File: config.mk
export PLATFORM = sky130hd
export DESIGN_NAME = pwm_pushpull
export DESIGN_NICKNAME = d
export VERILOG_FILES = /design/src/rtl/pwm_pkg.sv /design/src/rtl/pwm_sync2.sv /design/src/rtl/pwm_ramp.sv /design/src/rtl/pwm_softstart.sv /design/src/rtl/pwm_uvlo.sv /design/src/rtl/pwm_pushpull.sv
export SDC_FILE = /design/constraint.sdc
export NUM_CORES = 1
export LEC_CHECK = 0
export ABC_AREA = 1
export BUFFER_PORTS_ARGS = -buffer_cell sky130_fd_sc_hd__buf_2
export CORE_MARGIN = 2
export CORE_UTILIZATION = 60
export DETAILED_ROUTE_END_ITERATION = 6
export PLACE_DENSITY = 0.83
export SLEW_MARGIN = 25
export SYNTH_ARGS = -nofsm -noshare
export SYNTH_HDL_FRONTEND = slang
export SYNTH_SLANG_ARGS = --single-unit
File: constraint.sdc
create_clock -name clk -period 4.8 [get_ports clk]
set_input_delay 0.24 -clock clk [delete_from_list [all_inputs] [get_ports clk]]
set_output_delay 0.24 -clock clk [all_outputs]
set_load 0.005 [all_outputs]
File: src/rtl/pwm_pkg.sv
package pwm_pkg;
   // Which push-pull leg owns the current period.
   typedef enum logic {
      SIDE_A = 1'b0,
      SIDE_B = 1'b1
   } side_e;
endpackage

File: src/rtl/pwm_sync2.sv
module pwm_sync2 #(
   parameter int W      = 2,
   parameter int STAGES = 2
) (
   input  logic         clk,
   input  logic         rst_n,
   input  logic [W-1:0] d_i,
   output logic [W-1:0] q_o
);
   generate
      if (STAGES < 2) begin : g_bad_stages
         $error("pwm_sync2: STAGES must be at least 2");
      end
      if (W < 1) begin : g_bad_w
         $error("pwm_sync2: W must be at least 1");
      end
   endgenerate

   logic [W-1:0] st_q [STAGES];

   always_ff @(posedge clk or negedge rst_n) begin
      if (!rst_n) begin
         for (int i = 0; i < STAGES; i++) st_q[i] <= '0;
      end else begin
         st_q[0] <= d_i;
         for (int i = 1; i < STAGES; i++) st_q[i] <= st_q[i-1];
      end
   end

   assign q_o = st_q[STAGES-1];
endmodule

File: src/rtl/pwm_ramp.sv
module pwm_ramp #(
   parameter int CW = 8
) (
   input  logic          clk,
   input  logic          rst_n,
   input  logic [CW-1:0] period_i,
   input  logic          sync_rise_i,
   output logic [CW-1:0] cnt_o,
   output logic          restart_o
);
   localparam logic [CW-1:0] ONE = CW'(1);

   logic [CW-1:0] cnt_q;
   logic          at_end;

   // A shrunk period is caught by >= so the ramp never runs away.
   assign at_end    = (cnt_q >= (period_i - ONE));
   assign restart_o = sync_rise_i | at_end;

   always_ff @(posedge clk or negedge rst_n) begin
      if (!rst_n)         cnt_q <= '0;
      else if (restart_o) cnt_q <= '0;
      else                cnt_q <= cnt_q + ONE;
   end

   assign cnt_o = cnt_q;

   // a synchronized sync edge puts the ramp back to zero
   p_sync_restart_r9: assert property (@(posedge clk) disable iff (!rst_n)
      sync_rise_i |=> (cnt_q == '0));
endmodule

File: src/rtl/pwm_softstart.sv
module pwm_softstart #(
   parameter int CW      = 8,
   parameter int SS_DIV  = 2,
   parameter int SS_STEP = 8
) (
   input  logic          clk,
   input  logic          rst_n,
   input  logic          lock_i,
   input  logic          shdn_i,
   input  logic          tick_i,
   output logic [CW-1:0] level_o
);
   localparam int            DW       = (SS_DIV > 1) ? $clog2(SS_DIV) : 1;
   localparam logic [DW-1:0] DIV_LAST = DW'(SS_DIV - 1);
   localparam logic [CW:0]   FULL     = {1'b0, {CW{1'b1}}};
   localparam logic [CW:0]   STEP_W   = (CW+1)'(SS_STEP);

   generate
      if (SS_DIV < 1) begin : g_bad_div
         $error("pwm_softstart: SS_DIV must be at least 1");
      end
      if (SS_STEP < 1 || SS_STEP >= (1 << CW)) begin : g_bad_step
         $error("pwm_softstart: SS_STEP out of range");
      end
   endgenerate

   logic [CW-1:0] lvl_q;
   logic [DW-1:0] div_q;
   logic [CW:0]   sum;
   logic [CW-1:0] lvl_up;

   assign sum    = {1'b0, lvl_q} + STEP_W;
   assign lvl_up = (sum > FULL) ? FULL[CW-1:0] : sum[CW-1:0];

   always_ff @(posedge clk or negedge rst_n) begin
      if (!rst_n) begin
         lvl_q <= '0;
         div_q <= '0;
      end else if (lock_i) begin
         lvl_q <= '0;
         div_q <= '0;
      end else if (shdn_i) begin
         lvl_q <= (lvl_q == '0) ? '0 : lvl_q - CW'(1);
         div_q <= '0;
      end else if (tick_i) begin
         if (div_q == DIV_LAST) begin
            div_q <= '0;
            lvl_q <= lvl_up;
         end else begin
            div_q <= div_q + DW'(1);
         end
      end
   end

   assign level_o = lvl_q;

   // lockout empties the soft-start level
   p_lock_zero_r7: assert property (@(posedge clk) disable iff (!rst_n)
      lock_i |=> (lvl_q == '0));
   // shutdown drains a non-empty level
   p_shdn_drain_r6: assert property (@(posedge clk) disable iff (!rst_n)
      (shdn_i && !lock_i && lvl_q != '0) |=> (lvl_q < $past(lvl_q)));
   // the level only moves on a period restart
   p_idle_hold_r6: assert property (@(posedge clk) disable iff (!rst_n)
      (!tick_i && !shdn_i && !lock_i) |=> $stable(lvl_q));
endmodule

File: src/rtl/pwm_uvlo.sv
module pwm_uvlo (
   input  logic clk,
   input  logic rst_n,
   input  logic uv_low_i,
   input  logic uv_ok_i,
   output logic lock_o
);
   logic lock_q;

   always_ff @(posedge clk or negedge rst_n) begin
      if (!rst_n)        lock_q <= 1'b1;
      else if (uv_low_i) lock_q <= 1'b1;
      else if (uv_ok_i)  lock_q <= 1'b0;
   end

   assign lock_o = lock_q;

   // the low flag always enters lockout
   p_uv_enter_r7: assert property (@(posedge clk) disable iff (!rst_n)
      uv_low_i |=> lock_q);
   // inside the hysteresis band the state is held
   p_uv_band_r7: assert property (@(posedge clk) disable iff (!rst_n)
      (!uv_low_i && !uv_ok_i) |=> $stable(lock_q));
endmodule

File: src/rtl/pwm_pushpull.sv
module pwm_pushpull
   import pwm_pkg::*;
#(
   parameter int CW        = 8,
   parameter int SS_DIV    = 2,
   parameter int SS_STEP   = 8,
   parameter bit IDLE_HIGH = 1'b0
) (
   input  logic          clk,
   input  logic          rst_n,
   input  logic [CW-1:0] period_i,
   input  logic [CW-1:0] dead_i,
   input  logic [CW-1:0] duty_i,
   input  logic          sync_i,
   input  logic          shdn_i,
   input  logic          uv_low_i,
   input  logic          uv_ok_i,
   output logic          out_a,
   output logic          out_b
);
   generate
      if (CW < 3 || CW > 16) begin : g_bad_cw
         $error("pwm_pushpull: CW must lie in 3..16");
      end
   endgenerate

   logic [1:0]    raw_in, syn_out;
   logic          sync_s, shdn_s, sync_d, sync_rise;
   logic [CW-1:0] cnt, ss_lvl, eff;
   logic          restart, lock;
   logic          in_blank, past_end, term_q, drive, drv_a, drv_b, drv_any;
   side_e         steer_q;

   assign raw_in = {shdn_i, sync_i};

   pwm_sync2 #(.W(2), .STAGES(2)) u_sync (
      .clk(clk), .rst_n(rst_n), .d_i(raw_in), .q_o(syn_out)
   );
   assign sync_s = syn_out[0];
   assign shdn_s = syn_out[1];

   always_ff @(posedge clk or negedge rst_n) begin
      if (!rst_n) sync_d <= 1'b0;
      else        sync_d <= sync_s;
   end
   assign sync_rise = sync_s & ~sync_d;

   pwm_ramp #(.CW(CW)) u_ramp (
      .clk(clk), .rst_n(rst_n), .period_i(period_i),
      .sync_rise_i(sync_rise), .cnt_o(cnt), .restart_o(restart)
   );

   pwm_uvlo u_uvlo (
      .clk(clk), .rst_n(rst_n), .uv_low_i(uv_low_i),
      .uv_ok_i(uv_ok_i), .lock_o(lock)
   );

   pwm_softstart #(.CW(CW), .SS_DIV(SS_DIV), .SS_STEP(SS_STEP)) u_ss (
      .clk(clk), .rst_n(rst_n), .lock_i(lock), .shdn_i(shdn_s),
      .tick_i(restart), .level_o(ss_lvl)
   );

   assign eff      = (duty_i < ss_lvl) ? duty_i : ss_lvl;
   assign in_blank = (cnt < dead_i);
   assign past_end = (cnt >= eff);

   // Termination latch: set by any pulse-ending cause, cleared at restart.
   always_ff @(posedge clk or negedge rst_n) begin
      if (!rst_n)                      term_q <= 1'b0;
      else if (shdn_s || lock)         term_q <= 1'b1;
      else if (restart)                term_q <= 1'b0;
      else if (!in_blank && past_end)  term_q <= 1'b1;
   end

   // Steering: one flip per period; a restart inside blanking is not a new period.
   always_ff @(posedge clk or negedge rst_n) begin
      if (!rst_n)                   steer_q <= SIDE_A;
      else if (restart && !in_blank) steer_q <= (steer_q == SIDE_A) ? SIDE_B : SIDE_A;
   end

   assign drive   = !in_blank && !past_end && !term_q && !shdn_s && !lock;
   assign drv_a   = drive && (steer_q == SIDE_A);
   assign drv_b   = drive && (steer_q == SIDE_B);
   assign drv_any = drv_a | drv_b;

   generate
      if (IDLE_HIGH) begin : g_idle_high
         assign out_a = ~drv_a;
         assign out_b = ~drv_b;
      end else begin : g_idle_low
         assign out_a = drv_a;
         assign out_b = drv_b;
      end
   endgenerate

   // a pulse that stopped mid-period stays stopped
   p_latch_hold_r1: assert property (@(posedge clk) disable iff (!rst_n)
      ($past(drv_any) && !drv_any && !restart && cnt != '0 && $stable(dead_i))
      |=> !drv_any);
   // the count after a restart is blanked whenever DEAD is non-zero
   p_blank_after_restart_r3: assert property (@(posedge clk) disable iff (!rst_n)
      restart |=> (dead_i == '0 || !drv_any));
   // a synchronized shutdown keeps both legs dark on the next cycle
   p_shdn_dark_r5: assert property (@(posedge clk) disable iff (!rst_n)
      shdn_s |=> !drv_any);
   // no leg drives beyond the soft-start level
   p_under_ss_r6: assert property (@(posedge clk) disable iff (!rst_n)
      drv_any |-> (cnt < ss_lvl));
endmodule

### Word-level counts from Yosys, hierarchy flattened

Index checks and enable logic that the tools add are counted.

| operators by class | value |
|---|---|
| $mul | 0 |
| multiplexer cells | 18 |
| $lt $le $gt $ge | 5 |
| reduce and logical (&&, ||, !) cells | 20 |
| shift-type cells | 0 |
| add/subtract/negate cells | 5 |
| equality and inequality tests | 0 |
| bitwise operators | 4 |
| divide/modulo/power cells | 0 |

Operator list:

| operator | number |
|---|---|
| 8-bit two-way mux | 8 |
| 8-bit >= comparator | 2 |
| 8-bit less-than comparator | 2 |
| 8-bit by 1-bit subtractor with 8-bit output (second input constant) | 2 |
| 1-bit two-way mux | 10 |
| 8-bit by 4-bit adder with 9-bit output (second input constant) | 1 |
| 9-bit by 8-bit > comparator with 1-bit output (second input constant) | 1 |
| 3-bit nonzero test | 3 |
| 8-bit by 1-bit adder with 8-bit output (second input constant) | 1 |
| 1-bit logical AND | 8 |
| 8-bit zero test | 1 |
| 1-bit zero test | 5 |
| 1-bit inverter | 2 |
| 2-bit AND reduction | 1 |
| 2-bit nonzero test | 1 |
| 1-bit adder (second input constant) | 1 |
| 1-bit bitwise AND | 1 |
| 1-bit logical OR | 1 |
| 1-bit bitwise OR | 1 |

| word-level totals | value |
|---|---|
| ROM bits | 0 |
| memories | 0 |
| RAM bits | 0 |
| register bits | 25 |
| input port bits | 30 |
| latch bits | 0 |
| logic and storage cells | 61 |
| output and inout port bits | 2 |

### Depth between registers and ports, before layout

Gate-level depths: netlist of run 1.

| logic depth | value |
|---|---|
| word-level depth | 9 |
| depth in mapped cells | 19 |
| gate-level depth less buffers | 19 |

### Cells and area by module

From an unflattened synthesis of run 1, not the netlist that was laid out.

| unflattened totals | value |
|---|---|
| cell total of the unflattened synthesis | 363 |
| area total of the unflattened synthesis | 2529.9 µm² |

Modules (own cells, without submodules):

| module | times used | sequential area each (µm²) | cells an instance | area each (µm²) |
|---|---|---|---|---|
| pwm_pushpull | 1 | 75.1 | 134 | 842.1 |
| pwm_softstart | 1 | 225.2 | 124 | 840.8 |
| pwm_ramp | 1 | 200.2 | 94 | 690.7 |
| pwm_sync2 | 1 | 100.1 | 6 | 115.1 |
| pwm_uvlo | 1 | 26.3 | 5 | 41.3 |

### Worst setup path after synthesis of run 1

Ideal clock, no wire load.

| timing path | value |
|---|---|
| kind | reg2out |
| from | register u_ss.lvl_q[3] (netlist: u_ss.level_o[3]) |
| to | output port out_a |
| stages on the path, launching flop included | 14 |
| arrival time | 2368 ps |
| data required time | 4560 ps |
| path buffers | 1 |
| slack | 2192 ps |
| cells stage by stage | dfrtp_1 inv_2 ha_1 a21o_1 a31oi_1 o21ai_2 buf_6 o21ai_1 ha_1 a21oi_1 o21a_1 nand3_1 nand3b_1 nor2_1 |

| between the ends | value |
|---|---|
| word-level cells in the longest chain between the ends | 9 |

RTL lines:

| element | RTL line | source |
|---|---|---|
| start: declaration | pwm_softstart.sv:27 | `logic [CW-1:0] lvl_q;` |
| start signal: assignment | pwm_softstart.sv:43 | `lvl_q <= (lvl_q == '0) ? '0 : lvl_q - CW'(1);` |
| start signal: assignment | pwm_softstart.sv:48 | `lvl_q <= lvl_up;` |
| 8-bit less-than comparator | pwm_pushpull.sv:63 | `assign eff = (duty_i < ss_lvl) ? duty_i : ss_lvl;` |
| 8-bit two-way mux (*) | pwm_pushpull.sv:63 |  |
| 8-bit >= comparator (*) | pwm_pushpull.sv:65 | `assign past_end = (cnt >= eff);` |
| 1-bit zero test (*) | pwm_pushpull.sv:81 | `assign drive = !in_blank && !past_end && !term_q && !shdn_s && !lock;` |
| 1-bit logical AND (*) (4 in series) | pwm_pushpull.sv:81 |  |
| 1-bit logical AND (*) | pwm_pushpull.sv:82 | `assign drv_a = drive && (steer_q == SIDE_A);` |
| end: declaration | pwm_pushpull.sv:18 | `output logic out_a,` |

Every way passes the cells marked *; elsewhere a longest branch is shown, timed or not.

### Final worst setup path of run 1

| timing path | value |
|---|---|
| from | register u_ss.lvl_q[5] (netlist: u_ss.level_o[5]) |
| to | output port out_b |

| between the ends | value |
|---|---|
| word-level cells in the longest chain between the ends | 9 |

RTL lines:

| element | RTL line | source |
|---|---|---|
| 8-bit less-than comparator | pwm_pushpull.sv:63 |  |
| 8-bit two-way mux (*) | pwm_pushpull.sv:63 |  |
| 8-bit >= comparator (*) | pwm_pushpull.sv:65 |  |
| 1-bit zero test (*) | pwm_pushpull.sv:81 |  |
| 1-bit logical AND (*) (4 in series) | pwm_pushpull.sv:81 |  |
| 1-bit logical AND (*) | pwm_pushpull.sv:83 | `assign drv_b = drive && (steer_q == SIDE_B);` |
| end: declaration | pwm_pushpull.sv:19 | `output logic out_b` |

Marks and branches as above.

==> impl.org, run 1 <==
** Synth
- Leading cell types by count after synthesis :: sky130_fd_sc_hd__nand2_1 (73), sky130_fd_sc_hd__inv_1 (42), sky130_fd_sc_hd__ha_1 (38)
- Count of cell types in the netlist :: 34
- Fraction of synthesis flops using an asynchronous set or reset pin :: 100%
- Number of nets in the synthesized netlist :: 388
- After synthesis, the mean cell area works out to 7.42 µm².
- For this run, the register share of the synthesized area comes to 26.4%.
- sky130_fd_sc_hd__dfrtp_1 takes more of the synthesized area than any other cell.
- Number of flip-flops and latches in the synthesized netlist :: 25
- Dominant register cell in the synthesized netlist :: sky130_fd_sc_hd__dfrtp_1
- In this run the biggest area consumer among cell types represents 25.3% of the synthesized area.
- Sorting the synthesized cells by area gives the leading types as sky130_fd_sc_hd__dfrtp_1 (25%), sky130_fd_sc_hd__ha_1 (20%), sky130_fd_sc_hd__nand2_1 (12%).
- Mapped Area :: 2370 µm²
- The Yosys step of the flow raised 0 warnings.
- Counting every instance in the synthesized netlist gives 320.
- Cell with the most instances after synthesis :: sky130_fd_sc_hd__nand2_1
- Counting flops with a built-in enable in the synthesized netlist gives 0.

** Detailed routing
- The first routing iteration left 160 violations.
- Antenna violation net count after detailed routing :: 0
- Wires add up to 4.87 mm.
- In the final routed layout, each cell accounts on average for 12.1 µm.
- For this run, design rule violations remaining after detail routing come to 0.
- Using the TritonRoute via totals, the vias-per-cell ratio works out to 5.30.
- Summing over every cut layer, the via total after detailed routing is 2132.
- The first TritonRoute pass finished after 4 iterations.

** Floorplanning
- Effective utilization at floorplan :: 63.4%
- Chip height :: 66.9 µm
- Placement row count :: 22
- Floorplan die width :: 66.9 µm
- Placeable core region :: 3740 µm²
- For this design the top-level I/O count stands at 32.
- Die area :: 4480 µm²

** Global route
- Global-route usage over all layers :: 24.9%
- Met2 usage :: 40.6%
- Entering global routing, the biggest net connects 26 pins.
- Global routing consumed, on the met1 layer, 35.4% of the routing resources.
- The layer flagged by global routing as most heavily used is met2.
- Global-route congestion overflow total :: 0
- Global routing used 4.05% of the available met3 tracks.
- The initial antenna violation count is 0.
- Global-route wire length before repair :: 8.59 mm
- Vias in the first global route :: 1975

** Place
- Detailed placement finished with a half-perimeter wire length of 3.87 mm.
- Buffers placed on the I/O ports in this run total 31.
- Timing analysis after detailed placement gives a worst setup slack of 1810 ps.
- Final weighted congestion in routability-driven placement :: 0.956
- Counting tap cells, the placed design contains a total of 397 instances.

** Finish
- Final standard cell utilization of the core :: 70.2%
- Antenna Diode Count :: 0
- After the flow finishes, the layout carries non-filler instances totaling 402.
- In the final design database the tool counted 423 nets.
- Relative area change from synthesis to final layout :: 10.6%
- In the final layout, the share of cells above drive strength 1 is 16.4%.

** Clock network
- The root buffer cell chosen for the clock tree is sky130_fd_sc_hd__clkbuf_8.
- TritonCTS created 3 clock buffers.
- Clock-pin slew on the worst setup and hold paths :: 100 ps
- At the later pin of the worst-skew pair, clock insertion delay measures 290 ps.
- Largest buffer count on any clock path :: 2
- In this run the number of H-tree levels came out at 1.
- Buffers added to address setup during post-CTS repair amount to 0.
- Number of clock sinks :: 25
- TritonCTS built the clock tree.

** Timing
- Final slew viol count :: 0
- Final setup viols :: 0
- Worst relative slew slack :: 62.5%
- At the pin with the least slew margin, the transition time is 562 ps.
- Setup repair after global routing missed its margin :: false
- Setup total negative slack on the finished layout was measured at 0 ps.
- Derived from the worst setup path, the maximum achievable clock frequency is 301 MHz.
- Final critical-path required period :: 3330 ps
- The final hold violation count is 0.
- After layout, the worst setup slack is 1470 ps.
- The final critical path takes up 69.3% of the cycle.
- Between clock sinks in the finished design, the worst skew comes to 6.53 ps.

** Worst setup path
- Critical-path top delay cell :: sky130_fd_sc_hd__dfrtp_1
- STA puts the critical path data required time at 4560 ps.
- Across all register-to-register paths, the minimum setup slack is 2050 ps.
- Crit-path max FO :: 16
- Worst setup path category :: reg -> out
- Arrival @ worst endpoint :: 3090 ps
- Traced cell by cell, the critical path runs through inv_1, ha_1, nand4_1, o21ai_2, nand2_1, o21ai_1, ha_1, a21oi_1, o21a_1, nand3_1, nand3b_1, nor2_1, buf_2.
- The worst setup path is launched from a register.
- Most common cell type on the critical path :: sky130_fd_sc_hd__ha_1
- Reg2Reg Capture Point :: term_q
- For this run, the slowest stage of the critical path takes 530 ps.
- STA classifies the critical path endpoint as an output pin.
- The startpoint identified for the worst register-to-register timing path is u_ss.level_o[5].
- The worst register-to-register path has a depth of 14.

** Min path
- Endpoint with the worst hold slack :: u_sync.st_q[2]
- The path class of the tightest hold or removal check is in -> reg.
- Hold Path Origin :: sync_i
- Counting instances, the worst hold path has a depth of 1.

** Flow run
- The tool flagged a number of max-cap violations equal to 0.

** Power and ir drop
- Leak Pwr :: 1.45 nW
- Net switching is 43.9% of the power.
- Cell Pwr Density :: 304 nW/µm²
- The share of total power dissipated in the clock network is 17.8%.
- Switching Power :: 0.351 mW
- Cell internal power was estimated by the tool at 0.448 mW.
- The share of total power dissipated in combinational logic is 45.7%.
- The share of total power dissipated in sequential elements is 36.5%.
- Highest ir drop seen on vdd :: 0.207 mV

** Run status
- The flow ran to the end, and the final reports show no timing, DRC or antenna violations.
worst max path at each step:
stage                                from     to  depth (start not counted)
after global placement    u_ss.level_o[5]  out_b                         13
after global routing      u_ss.level_o[3]  out_b                         17
after floorplan           u_ss.level_o[3]  out_a                         13
after CTS                 u_ss.level_o[5]  out_b                         13
after detailed placement  u_ss.level_o[5]  out_b                         13
final                     u_ss.level_o[5]  out_b                         13
stage by stage:
step                      total power, mW  instance area, µm²  hold slack, ps
after floorplan                     0.569                2370           -55.6
after CTS                           0.797                2630            50.4
after global placement              0.643                2570             263
after global routing                0.878                2630            39.4
final                               0.800                2630            52.8
after detailed placement            0.656                2570             264
worst max-delay path, delay by kind of cell, from the launching register on:
family / cells / cell delay (ps)
compound gates: 4 / 880
fa+ha+maj: 2 / 570
flops: 1 / 530
buf+inv: 2 / 240
simple gates: 5 / 570
cell type report:
cell class / instances / area (µm²)
Tap cell: 48 / 60.1
Timing Repair Buffer: 32 / 165
Inverter: 45 / 169
Multi-Input combinational cell: 248 / 1560
Clock buffer: 3 / 41.3
Fill cell: 331 / 1120
Sequential cell: 25 / 627
Clock inverter: 1 / 8.76
routing by layer:
metal  routed length (µm)  vias to the layer above
met5                    0                        -
met3                  300                        3
met2                 2150                       57
li1                     -                     1129
met1                 2410                      943
met4                   14                        0
power groups by stage:
stage | Clock, mW | Sequential [mW] | Combinational [mW]
6_report | 0.142 | 0.292 | 0.365
5_1_grt | 0.148 | 0.298 | 0.432
4_1_cts | 0.142 | 0.292 | 0.363
3_5_place_dp | 0 | 0.296 | 0.360
3_3_place_gp | 0 | 0.295 | 0.348
2_1_floorplan | 0 | 0.277 | 0.292
sequential cells by signal, indices dropped and copies added, names as in the netlist:
name           count
term_q             1
u_ss.div_q         1
steer_q            1
u_sync.st_q        2
u_uvlo.lock_o      1
u_sync.q_o         2
u_ss.level_o       8
u_ramp.cnt_o       8
sync_d             1
cells by family (layout without fill, tap and decap cells):
family                   count (synthesis)  in the layout  synth area share, %
AO/OA/AOI/OAI                           43             43                 10.2
XOR/XNOR                                11             11                 4.37
adder cells (fa/ha/maj)                 38             38                 20.0
buffers and inverters                   47             81                 8.06
flip-flops                              25             25                 26.4
AND/OR/NAND/NOR                        156            156                 30.9
placed cells by master (no fill, tap or decap), drive strengths merged:
| cell | count |
|---|---|
| a21o | 2 |
| a21oi | 14 |
| a31oi | 3 |
| buf | 31 |
| clkbuf | 3 |
| dfrtp | 24 |
| dfstp | 1 |
| dlygate4sd3 | 1 |
| ha | 38 |
| inv | 46 |
| nand2 | 80 |
| nand3 | 22 |
| nand3b | 1 |
| nand4 | 8 |
| nor2 | 36 |
| nor3 | 6 |
| nor3b | 1 |
| o21a | 2 |
| o21ai | 19 |
| o21bai | 1 |
| o221ai | 1 |
| o31a | 1 |
| or2 | 1 |
| or3 | 1 |
| xnor2 | 3 |
| xor2 | 8 |
repair_timing:
action | in CTS | in global routing
hold buffers | 1 | 0
hold endpoints to repair | 24 | 0
gates resized for setup | 0 | 0
No activity file was read; power rests on OpenSTA's default activity.
==> inputs of run 2 (changes only) <==
Settings changed: CORE_UTILIZATION 60 to 58, PLACE_DENSITY 0.83 to 0.8.
Clock period 4.8 ns to 3.3 ns, I/O delays scaled along.
==> impl.org, run 2 (same netlist as run 1, synthesis figures left out) <==
** Run status
- The run finished with clean final reports.

** Floorplanning
- After floorplanning, the core was divided into 23 placement rows.
- The floorplan step set the die width to 68.0 µm.
- During I/O placement, the number of pins put on the boundary was 32.
- The floorplan step defined a core boundary enclosing 3970 µm².
- The die is 68.0 µm tall.
- The floorplan step defined a die boundary enclosing 4620 µm².
- The initial utilization of the core area, before any placement, comes to 59.8%.

** Power and ir drop
- Sequential cells burn 35.2% of the power.
- Combinational logic burns 48.0% of the power.
- Highest ir drop seen on vdd :: 0.312 mV
- Per report_power, the clock group accounts for 16.9% of the total.
- Switching Power :: 0.533 mW
- Leak Pwr :: 1.46 nW
- Of the total power, the share spent switching nets is 44.4%.
- Power spread over the standard cell area amounts to 446 nW/µm².
- Total power consumption of the routed design :: 1.20 mW
- The internal portion of the total power is 0.667 mW.

** Clock network
- In this run the post-CTS setup repair buffer count came out at 0.
- In this run the deepest clock path goes through 2 buffers.
- Clock tree synthesis inserted a total of 3 buffers.
- Number of clock sinks :: 25
- Clock latency reported for the late side of the worst-skew pair :: 280 ps
- In this run the number of H-tree levels came out at 1.
- The cell sitting at the root of the clock tree is a sky130_fd_sc_hd__clkbuf_8.
- After clock tree synthesis, the clock-pin slew on the worst setup and hold paths is 100 ps.
- TritonCTS built the clock tree.

** Timing
- Across all hold checks on the routed design, the worst slack comes to 13.3 ps.
- Final slew viol count :: 0
- For this run, the top clock speed supported by timing is 315 MHz.
- In the post-route analysis, the smallest setup slack over all paths is 128 ps.
- Worst relative slew slack :: 61.6%
- The final hold violation count came to 0.
- Transition time at the pin with the least slew margin :: 576 ps
- Of the available clock period, the critical path in the final layout requires 96.1%.
- Final critical-path required period :: 3170 ps
- Setup violations remaining at the end of the flow were counted as 0.
- Setup total negative slack on the finished layout was measured at 0 ps.
- The clock arrives with 4.91 ps of skew.

** Finish
- Net total in the final layout :: 426
- Summing all non-filler instances in the final layout gives an area of 2700 µm².
- Antenna Diode Count :: 0
- Filler cells :: 327
- Share of layout cells above drive strength 1 :: 17.9%
- From synthesis to final layout, the design area changed by 13.5%.
- Across the whole layout, storage elements account for 631 µm².
- Leaving out fill and tap cells, the most frequent cell in the layout is sky130_fd_sc_hd__nand2_1.
- Area occupied by multi-input gates :: 1600 µm²
- In the layout the commonest cells are sky130_fd_sc_hd__nand2_1 (73), sky130_fd_sc_hd__inv_1 (41), sky130_fd_sc_hd__ha_1 (38).

** Worst setup path
- On the critical path, the stage with the largest delay is an instance of sky130_fd_sc_hd__dfrtp_2.
- Worst Setup Start Kind :: register
- Data arrives at the worst endpoint at 3010 ps.
- Worst setup path category :: reg -> out
- For the worst setup path, the data required time is 3130 ps.
- Among the stages of the critical path, the cell type that occurs most often is sky130_fd_sc_hd__ha_1.
- Crit-path max FO :: 8
- The worst setup path is captured at an output pin.
- Cells along the critical path :: inv_4, ha_1, a21o_1, a31oi_4, o21ai_4, nand2_1, o21ai_1, ha_1, a21oi_1, o21a_1, nand3_1, nand3b_1, nor2_1, buf_2
- Kind of cell adding the most delay to the critical path :: compound AO/OA/AOI/OAI gates
- Critical Path Max Stage Delay :: 470 ps
- Counting both buffers and inverters, the worst setup path holds a total of 2.

** Place
- The congestion estimate from routability-driven global placement came to 0.869.
- Post-place setup slack :: 336 ps
- Input and output buffers added on the ports amount to 31.
- Once placement finished, the instance area stood at 2570 µm².
- The wire-length estimate of the detail-placed layout is 4.01 mm.

** Global route
- The first global-routing pass estimated 8.66 mm of wire.
- Global-route congestion overflow total :: 0
- Vias in the first global route :: 1957
- Global routing used 24.4% of the available tracks across all layers.
- Antenna violations before repair :: 0
- Entering global routing, the biggest net connects 26 pins.

** Detailed routing
- Antenna violation net count after detailed routing :: 0
- Before antenna repair, the detailed router went through 4 iterations.
- Using the TritonRoute via totals, the vias-per-cell ratio works out to 5.40.
- Sum of routed wire length over all layers :: 5.30 mm
- The routed layout has 2198 vias.
- Number of violations reported at the end of detailed-routing iteration 0 :: 128
- Residual DRC count :: 0
- Routed wirelength normalized by instance count :: 13.0 µm

** Flow run
- Max-cap violations in this run came to 0.

** Min path
- Path type of the worst min-delay path :: in -> reg
run 2: cell count changes in the layout (fill, tap and decap cells not counted):
cell	previous run	this run
sky130_fd_sc_hd__a31oi_4	0	1
sky130_fd_sc_hd__o21ai_4	0	2
sky130_fd_sc_hd__inv_1	42	41
sky130_fd_sc_hd__dfrtp_1	24	21
sky130_fd_sc_hd__a31oi_1	3	2
sky130_fd_sc_hd__dlygate4sd3_1	1	3
sky130_fd_sc_hd__dfrtp_2	0	3
sky130_fd_sc_hd__inv_4	0	1
sky130_fd_sc_hd__o21ai_2	1	0
run 2: path summary, 6_finish.rpt:
kind | cells past startpoint | to | from | slack (ps)
hold / removal | 2 | u_uvlo.lock_o | uv_ok_i | 10
setup reg to reg | 15 | term_q | u_ss.level_o[3] | 630
min in group asynchronous | 2 | u_ramp.cnt_o[7] | rst_n | 400
hold reg to reg | 0 | u_sync.q_o[1] | u_sync.st_q[3] | 370
max in group asynchronous | 2 | u_ss.level_o[4] | rst_n | 2490
setup / recovery | 14 | out_b | u_ss.level_o[3] | 130
run 2: per-stage QoR:
| step | utilization [%] | std cells |
|---|---|---|
| floorplan | - | 320 |
| global placement | 64.7 | 399 |
| detailed placement | 64.7 | 399 |
| CTS | 66.7 | 406 |
| global route | 67.9 | 407 |
| finish | 67.9 | 407 |
run 2: worst reg2reg max path, stage by stage (launching register included):
cell and delay (ps):
sky130_fd_sc_hd__dfrtp_2 470, sky130_fd_sc_hd__inv_4 80, sky130_fd_sc_hd__ha_1 330, sky130_fd_sc_hd__a21o_1 230
sky130_fd_sc_hd__a31oi_4 230, sky130_fd_sc_hd__o21ai_4 130, sky130_fd_sc_hd__nand2_1 70, sky130_fd_sc_hd__o21ai_1 60
sky130_fd_sc_hd__ha_1 290, sky130_fd_sc_hd__a21oi_1 190, sky130_fd_sc_hd__o21a_1 160, sky130_fd_sc_hd__nand3_1 100
sky130_fd_sc_hd__nand2_1 80, sky130_fd_sc_hd__nand2_1 40, sky130_fd_sc_hd__o21ai_0 70, sky130_fd_sc_hd__inv_1 60
run 2: what timing repair did:
item | 4_1_cts | 5_1_grt
hold buffers | 3 | 0
resized for setup | 0 | 9
endpoints found under the setup margin | 0 | 2
endpoints found under the hold margin | 26 | 0
run 2: power groups by stage:
stage	Combinational, mW	Clock [mW]	Sequential [mW]
finish	0.576	0.203	0.422
global route	0.665	0.220	0.430
CTS	0.535	0.207	0.418
detailed placement	0.528	0	0.425
global placement	0.503	0	0.422
floorplan	0.424	0	0.403
run 2: area by class of cell:
class / count / share of cell area (%)
clock buffer: 3 / 1.53
clock inverter: 1 / 0.325
inverter: 45 / 6.36
multi-input combinational: 249 / 59.2
sequential: 25 / 23.4
tap: 50 / 2.32
timing repair buffer: 34 / 6.87
run 2: layer usage:
layer	part of all wire, %	vias up	GRT usage (%)
met5	0	-	0
met4	0.72	0	6.25
met3	4.9	5	3.45
met2	44	52	39.0
met1	50	1007	34.7
li1	-	1134	-
